File: config.mk
export PLATFORM = sky130hd
export DESIGN_NAME = irq_latch_agg
export DESIGN_NICKNAME = d
export VERILOG_FILES = /design/src/rtl/irq_agg_pkg.sv /design/src/rtl/irq_latch_bank.sv /design/src/rtl/irq_cfg_regs.sv /design/src/rtl/irq_access_ctl.sv /design/src/rtl/irq_latch_agg.sv
export SDC_FILE = /design/constraint.sdc
export NUM_CORES = 1
export LEC_CHECK = 0
export ABC_CLOCK_PERIOD_IN_PS = 2600
export BUFFER_PORTS_ARGS = -buffer_cell sky130_fd_sc_hd__buf_2
export CORE_ASPECT_RATIO = 0.7
export CORE_MARGIN = 2
export CORE_UTILIZATION = 50
export DETAILED_ROUTE_END_ITERATION = 6
export GPL_TIMING_DRIVEN = 0
export PLACE_DENSITY = 0.77
export SLEW_MARGIN = 25
export SYNTH_ARGS = -nofsm -noshare
export SYNTH_HDL_FRONTEND = slang
export SYNTH_SLANG_ARGS = --single-unit
export TNS_END_PERCENT = 5
File: constraint.sdc
create_clock -name clk -period 2.6 [get_ports clk]
set_input_delay 0.78 -clock clk [delete_from_list [all_inputs] [get_ports clk]]
set_output_delay 0.78 -clock clk [all_outputs]
set_load 0.02 [all_outputs]
File: src/rtl/irq_agg_pkg.sv
package irq_agg_pkg;
  typedef enum logic [2:0] {
    REG_HI   = 3'd0,
    REG_LO   = 3'd1,
    REG_GB   = 3'd2,
    REG_PRIO = 3'd3,
    REG_MSKA = 3'd4,
    REG_MSKB = 3'd5,
    REG_CTRL = 3'd6
  } reg_addr_e;
endpackage

File: src/rtl/irq_latch_bank.sv
module irq_latch_bank #(
  parameter int W       = 32,
  parameter bit HAS_LVL = 1'b0,
  parameter int LVL_IDX = 0
) (
  input  logic         clk,
  input  logic         rst_n,
  input  logic [W-1:0] evt,
  input  logic [W-1:0] route,
  input  logic [W-1:0] clr,
  output logic [W-1:0] view
);
  localparam logic [W-1:0] LVL_MASK = HAS_LVL ? (W'(1) << LVL_IDX) : '0;

  logic [W-1:0] prev_q;
  logic [W-1:0] lat_q;
  logic [W-1:0] set_v;

  assign set_v = evt & ~prev_q & route & ~LVL_MASK;

  always_ff @(posedge clk) begin
    if (!rst_n) begin
      prev_q <= '0;
      lat_q  <= '0;
    end else begin
      prev_q <= evt;
      lat_q  <= (lat_q & ~clr) | set_v;
    end
  end

  assign view = (lat_q & ~LVL_MASK) | (evt & route & LVL_MASK);
endmodule

File: src/rtl/irq_cfg_regs.sv
module irq_cfg_regs
  import irq_agg_pkg::*;
#(
  parameter int NA = 32,
  parameter int NB = 14,
  parameter int DW = 32
) (
  input  logic          clk,
  input  logic          rst_n,
  input  logic          wr,
  input  logic [2:0]    addr,
  input  logic [DW-1:0] wdata,
  output logic [NA-1:0] prio,
  output logic [NA-1:0] mask_a,
  output logic [NB-1:0] mask_b,
  output logic          w1c
);
  always_ff @(posedge clk) begin
    if (!rst_n) begin
      prio   <= '0;
      mask_a <= '0;
      mask_b <= '0;
      w1c    <= 1'b0;
    end else if (wr) begin
      case (addr)
        REG_PRIO: prio   <= wdata[NA-1:0];
        REG_MSKA: mask_a <= wdata[NA-1:0];
        REG_MSKB: mask_b <= wdata[NB-1:0];
        REG_CTRL: w1c    <= wdata[0];
        default: ;
      endcase
    end
  end
endmodule

File: src/rtl/irq_access_ctl.sv
module irq_access_ctl
  import irq_agg_pkg::*;
#(
  parameter int NA = 32,
  parameter int NB = 14,
  parameter int DW = 32
) (
  input  logic          clk,
  input  logic          rst_n,
  input  logic          rd,
  input  logic          wr,
  input  logic [2:0]    addr,
  input  logic [DW-1:0] wdata,
  input  logic          w1c,
  input  logic [NA-1:0] hi_view,
  input  logic [NA-1:0] lo_view,
  input  logic [NB-1:0] b_view,
  input  logic [NA-1:0] prio,
  input  logic [NA-1:0] mask_a,
  input  logic [NB-1:0] mask_b,
  output logic [NA-1:0] clr_hi,
  output logic [NA-1:0] clr_lo,
  output logic [NB-1:0] clr_b,
  output logic [DW-1:0] rdata
);
  logic [DW-1:0] mux_v;

  function automatic logic [NA-1:0] clr_a(input logic [2:0] a, input reg_addr_e target,
                                          input logic r, input logic w, input logic m,
                                          input logic [DW-1:0] d);
    if (a != target)  return '0;
    if (m)            return w ? d[NA-1:0] : '0;
    return r ? '1 : '0;
  endfunction

  always_comb begin
    clr_hi = clr_a(addr, REG_HI, rd, wr, w1c, wdata);
    clr_lo = clr_a(addr, REG_LO, rd, wr, w1c, wdata);
    clr_b  = '0;
    if (addr == REG_GB) begin
      if (w1c) clr_b = wr ? wdata[NB-1:0] : '0;
      else     clr_b = rd ? '1 : '0;
    end
  end

  always_comb begin
    mux_v = '0;
    case (addr)
      REG_HI:   mux_v[NA-1:0] = hi_view;
      REG_LO:   mux_v[NA-1:0] = lo_view;
      REG_GB:   mux_v[NB-1:0] = b_view;
      REG_PRIO: mux_v[NA-1:0] = prio;
      REG_MSKA: mux_v[NA-1:0] = mask_a;
      REG_MSKB: mux_v[NB-1:0] = mask_b;
      REG_CTRL: mux_v[0]      = w1c;
      default:  mux_v         = '0;
    endcase
  end

  always_ff @(posedge clk) begin
    if (!rst_n)  rdata <= '0;
    else if (rd) rdata <= mux_v;
  end
endmodule

File: src/rtl/irq_latch_agg.sv
module irq_latch_agg #(
  parameter int NA      = 32,
  parameter int NB      = 14,
  parameter int DW      = 32,
  parameter int LVL_IDX = 31
) (
  input  logic          clk,
  input  logic          rst_n,
  input  logic [NA-1:0] evt_a,
  input  logic [NB-1:0] evt_b,
  input  logic          bus_rd,
  input  logic          bus_wr,
  input  logic [2:0]    bus_addr,
  input  logic [DW-1:0] bus_wdata,
  output logic [DW-1:0] bus_rdata,
  output logic          irq_hi,
  output logic          irq_lo,
  output logic          irq_grp
);
  logic [NA-1:0] prio, mask_a, hi_view, lo_view, clr_hi, clr_lo;
  logic [NB-1:0] mask_b, b_view, clr_b;
  logic          w1c;

  irq_cfg_regs #(.NA(NA), .NB(NB), .DW(DW)) u_cfg (
    .clk(clk), .rst_n(rst_n), .wr(bus_wr), .addr(bus_addr), .wdata(bus_wdata),
    .prio(prio), .mask_a(mask_a), .mask_b(mask_b), .w1c(w1c)
  );

  irq_latch_bank #(.W(NA), .HAS_LVL(1'b1), .LVL_IDX(LVL_IDX)) u_hi (
    .clk(clk), .rst_n(rst_n), .evt(evt_a), .route(prio), .clr(clr_hi), .view(hi_view)
  );

  irq_latch_bank #(.W(NA), .HAS_LVL(1'b1), .LVL_IDX(LVL_IDX)) u_lo (
    .clk(clk), .rst_n(rst_n), .evt(evt_a), .route(~prio), .clr(clr_lo), .view(lo_view)
  );

  irq_latch_bank #(.W(NB), .HAS_LVL(1'b0), .LVL_IDX(0)) u_gb (
    .clk(clk), .rst_n(rst_n), .evt(evt_b), .route({NB{1'b1}}), .clr(clr_b), .view(b_view)
  );

  irq_access_ctl #(.NA(NA), .NB(NB), .DW(DW)) u_acc (
    .clk(clk), .rst_n(rst_n), .rd(bus_rd), .wr(bus_wr), .addr(bus_addr),
    .wdata(bus_wdata), .w1c(w1c), .hi_view(hi_view), .lo_view(lo_view),
    .b_view(b_view), .prio(prio), .mask_a(mask_a), .mask_b(mask_b),
    .clr_hi(clr_hi), .clr_lo(clr_lo), .clr_b(clr_b), .rdata(bus_rdata)
  );

  assign irq_hi  = |(hi_view & mask_a);
  assign irq_lo  = |(lo_view & mask_a);
  assign irq_grp = |(b_view & mask_b);
endmodule

==> metrics.txt <==
routability cong. 1.01; Reg clk slew, reported paths approximately 0.06 ns; Sink Count 232; CTS tree yes; via count 9539; Remaining DRCs 0; final hold viol count 0; placed cells between 1000 and 1500; worst-path fanout max 3; largest stage delay on the critical path 0.35 ns; setup_tns -0.182 ns; WL final between 30 and 40 mm; largest net degree at the start of global routing 16; Async SR Flop Fraction 0; Worst-Skew Late Latency about 0.52 ns; required time worst endpoint approximately 1.8 ns; first-pass GRT wire length 52.1 mm; share of layout cells above drive strength 1 0.206; Root Driver clkbuf_16; sequential-to-total area share from yosys stat 0.480; die area 20500 µm²; H-tree levels 1; Worst EP arrival 1.93 ns; CP max stage cell dfxtp_2; Slew @ Worst Pin 0.949 ns; Final Slew Violations 0; Slew HR 0.365; post-synth top area cell dfxtp_1; cells after synthesis 1121; IO Count 120; TritonRoute pass-1 iters 5; Power Dens Cells 697 nW/µm²; Layout area overhead 18.1%; Lkg Pwr 4.23 nW; worst setup margin -0.112 ns; # setup viols final 2; setup repair after global routing missed its margin yes; VDD IR max between 0.4 and 0.5 mV; Initial Util 0.511; EDFF count, synth 0; status finished with violations; fin crit share 1.04; GRT Overall Usage 0.342; total of max-cap violations 0; global route overflow 0; Worst setup SP type register; Final Critical Period 2.71 ns; Cell Rows 42; cts hold-fix bufs 0; clock buffer depth 3; synthesized area per cell 8.63 µm²; Yosys reg bits 232; Netlist cell types 45; syn_nets 1206; Commonest cells post-synth dfxtp_1 (232), a21oi_1 (194), nand2_1 (185), o21ai_0 (112); WHS 0.449 ns; top post-synthesis cells by area dfxtp_1 (48%), a21oi_1 (10%), nand2_1 (7.2%), o21ai_0 (5.8%), and2_1 (3.2%); vias per std cell around 6.3; fin cells around 1500; Final Util 0.604; violated checks negative setup slack; initial antenna violation count 0; Post-Syn Area 9670 µm²; nets around 1300; critical path capture point type output port; crit path cell chain a22oi_2, nand4_1, nor4_2, nand2_1, buf_6; top-count cell post-synth dfxtp_1; Die Height 120 µm; worst hold path type register to register; top_reg_cell synth dfxtp_1; Detailed Route Iter0 Violations 1445; Layout Skew 0.00719 ns; postcts setup bufs 0; total power draw 0.00797 W; Post-DP HPWL 25.8 mm; port buffer count 119; core footprint between 15000 and 20000 µm²; CTS Buf Count 22; post-synth top area share 0.480; number of global-route vias before repair 8764; Antenna Violating Nets Remaining 0; Inserted Diodes 0; Yosys warning total 0; Setup CP Type register to output port; Fmax around 370 MHz; Die W between 150 and 200 µm; Avg WL per Cell 23.2 µm
## power breakdown
part | leakage, nW | internal [W] | switching (W)
sequential | 1.90 | 0.00369 | 0.000137
clock | 0.385 | 0.00198 | 0.00142
combinational | 1.94 | 0.000261 | 0.000468
## critical path: cells and delay by family (launching register included)
kind	cells	cell delay, ns
flops	1	0.35
simple gates	3	0.63
compound gates	1	0.27
buf+inv	1	0.17
## routing by layer
metal  global-route usage  wire length [µm]  vias to the layer above
met4               0.0892               870                        0
met5                    0                 0                        -
met1                0.515             15300                     4479
met2                0.468             13800                      692
li1                     -                 -                     4296
met3                0.103              5410                       72
## cell families after synthesis
family,after synthesis,share of synthesized area
muxes,26,0.0274
buffers and inverters,82,0.0389
AOI/OAI and AO/OA,422,0.258
and+or+nand+nor,359,0.196
DFF,232,0.480
## what timing repair did
| action | 4_1_cts | 5_1_grt |
|---|---|---|
| setup endpoints to repair | 3 | 3 |
| pin swaps | 8 | 3 |
| resized for setup | 19 | 5 |
| cloned | 0 | 0 |
## final timing paths
check,startpoint,to,slack [ns],cells past startpoint
min reg2reg,u_acc.rdata[18]$_SDFFE_PN0P_,u_acc.rdata[18]$_SDFFE_PN0P_,0.45,2
min,u_acc.rdata[18]$_SDFFE_PN0P_,u_acc.rdata[18]$_SDFFE_PN0P_,0.45,2
max,u_hi.lat_q[9]$_SDFF_PN0_,irq_hi,-0.11,5
max reg2reg,u_cfg.w1c$_SDFFE_PN0P_,u_gb.view[1]$_SDFF_PN0_,0.39,6
## registers in the layout, indices dropped and copies added (netlist names)
register      count
u_lo.prev_q      31
u_lo.lat_q       31
u_acc.rdata      32
u_cfg.mask_a     32
u_cfg.prio       32
u_gb.view        14
u_cfg.mask_b     14
u_gb.prev_q      14
u_hi.lat_q       31
u_cfg.w1c         1
## cell type report
cell class                 count  area (µm²)
buffer                        77         358
clock buffer                  31         666
sequential                   232        4650
timing repair buffer         119         602
inverter                       5        18.8
clock inverter                 9        95.1
fill                        1732        7500
tap                          242         303
multi-input combinational    807        4730
## cells in the final DEF, fill, tap and decap left out, drive strengths merged, types with 31 or more instances in the layout
cell | synthesis | final
dfxtp | 232 | 232
a21oi | 204 | 204
clkbuf | 49 | 80
o21ai | 112 | 112
buf | 28 | 147
or3b | 31 | 31
a22oi | 33 | 33
nand2 | 195 | 195
and2 | 50 | 50
nand3b | 33 | 33
## per-stage QoR
step	instance area, µm²	setup slack [ns]
after global placement	10600	-0.161
after global routing	11400	-0.167
final	11400	-0.112
after detailed placement	10600	-0.202
after CTS	11400	-0.0237
after floorplan	9670	0.463
(Power assumes the default switching activity.)
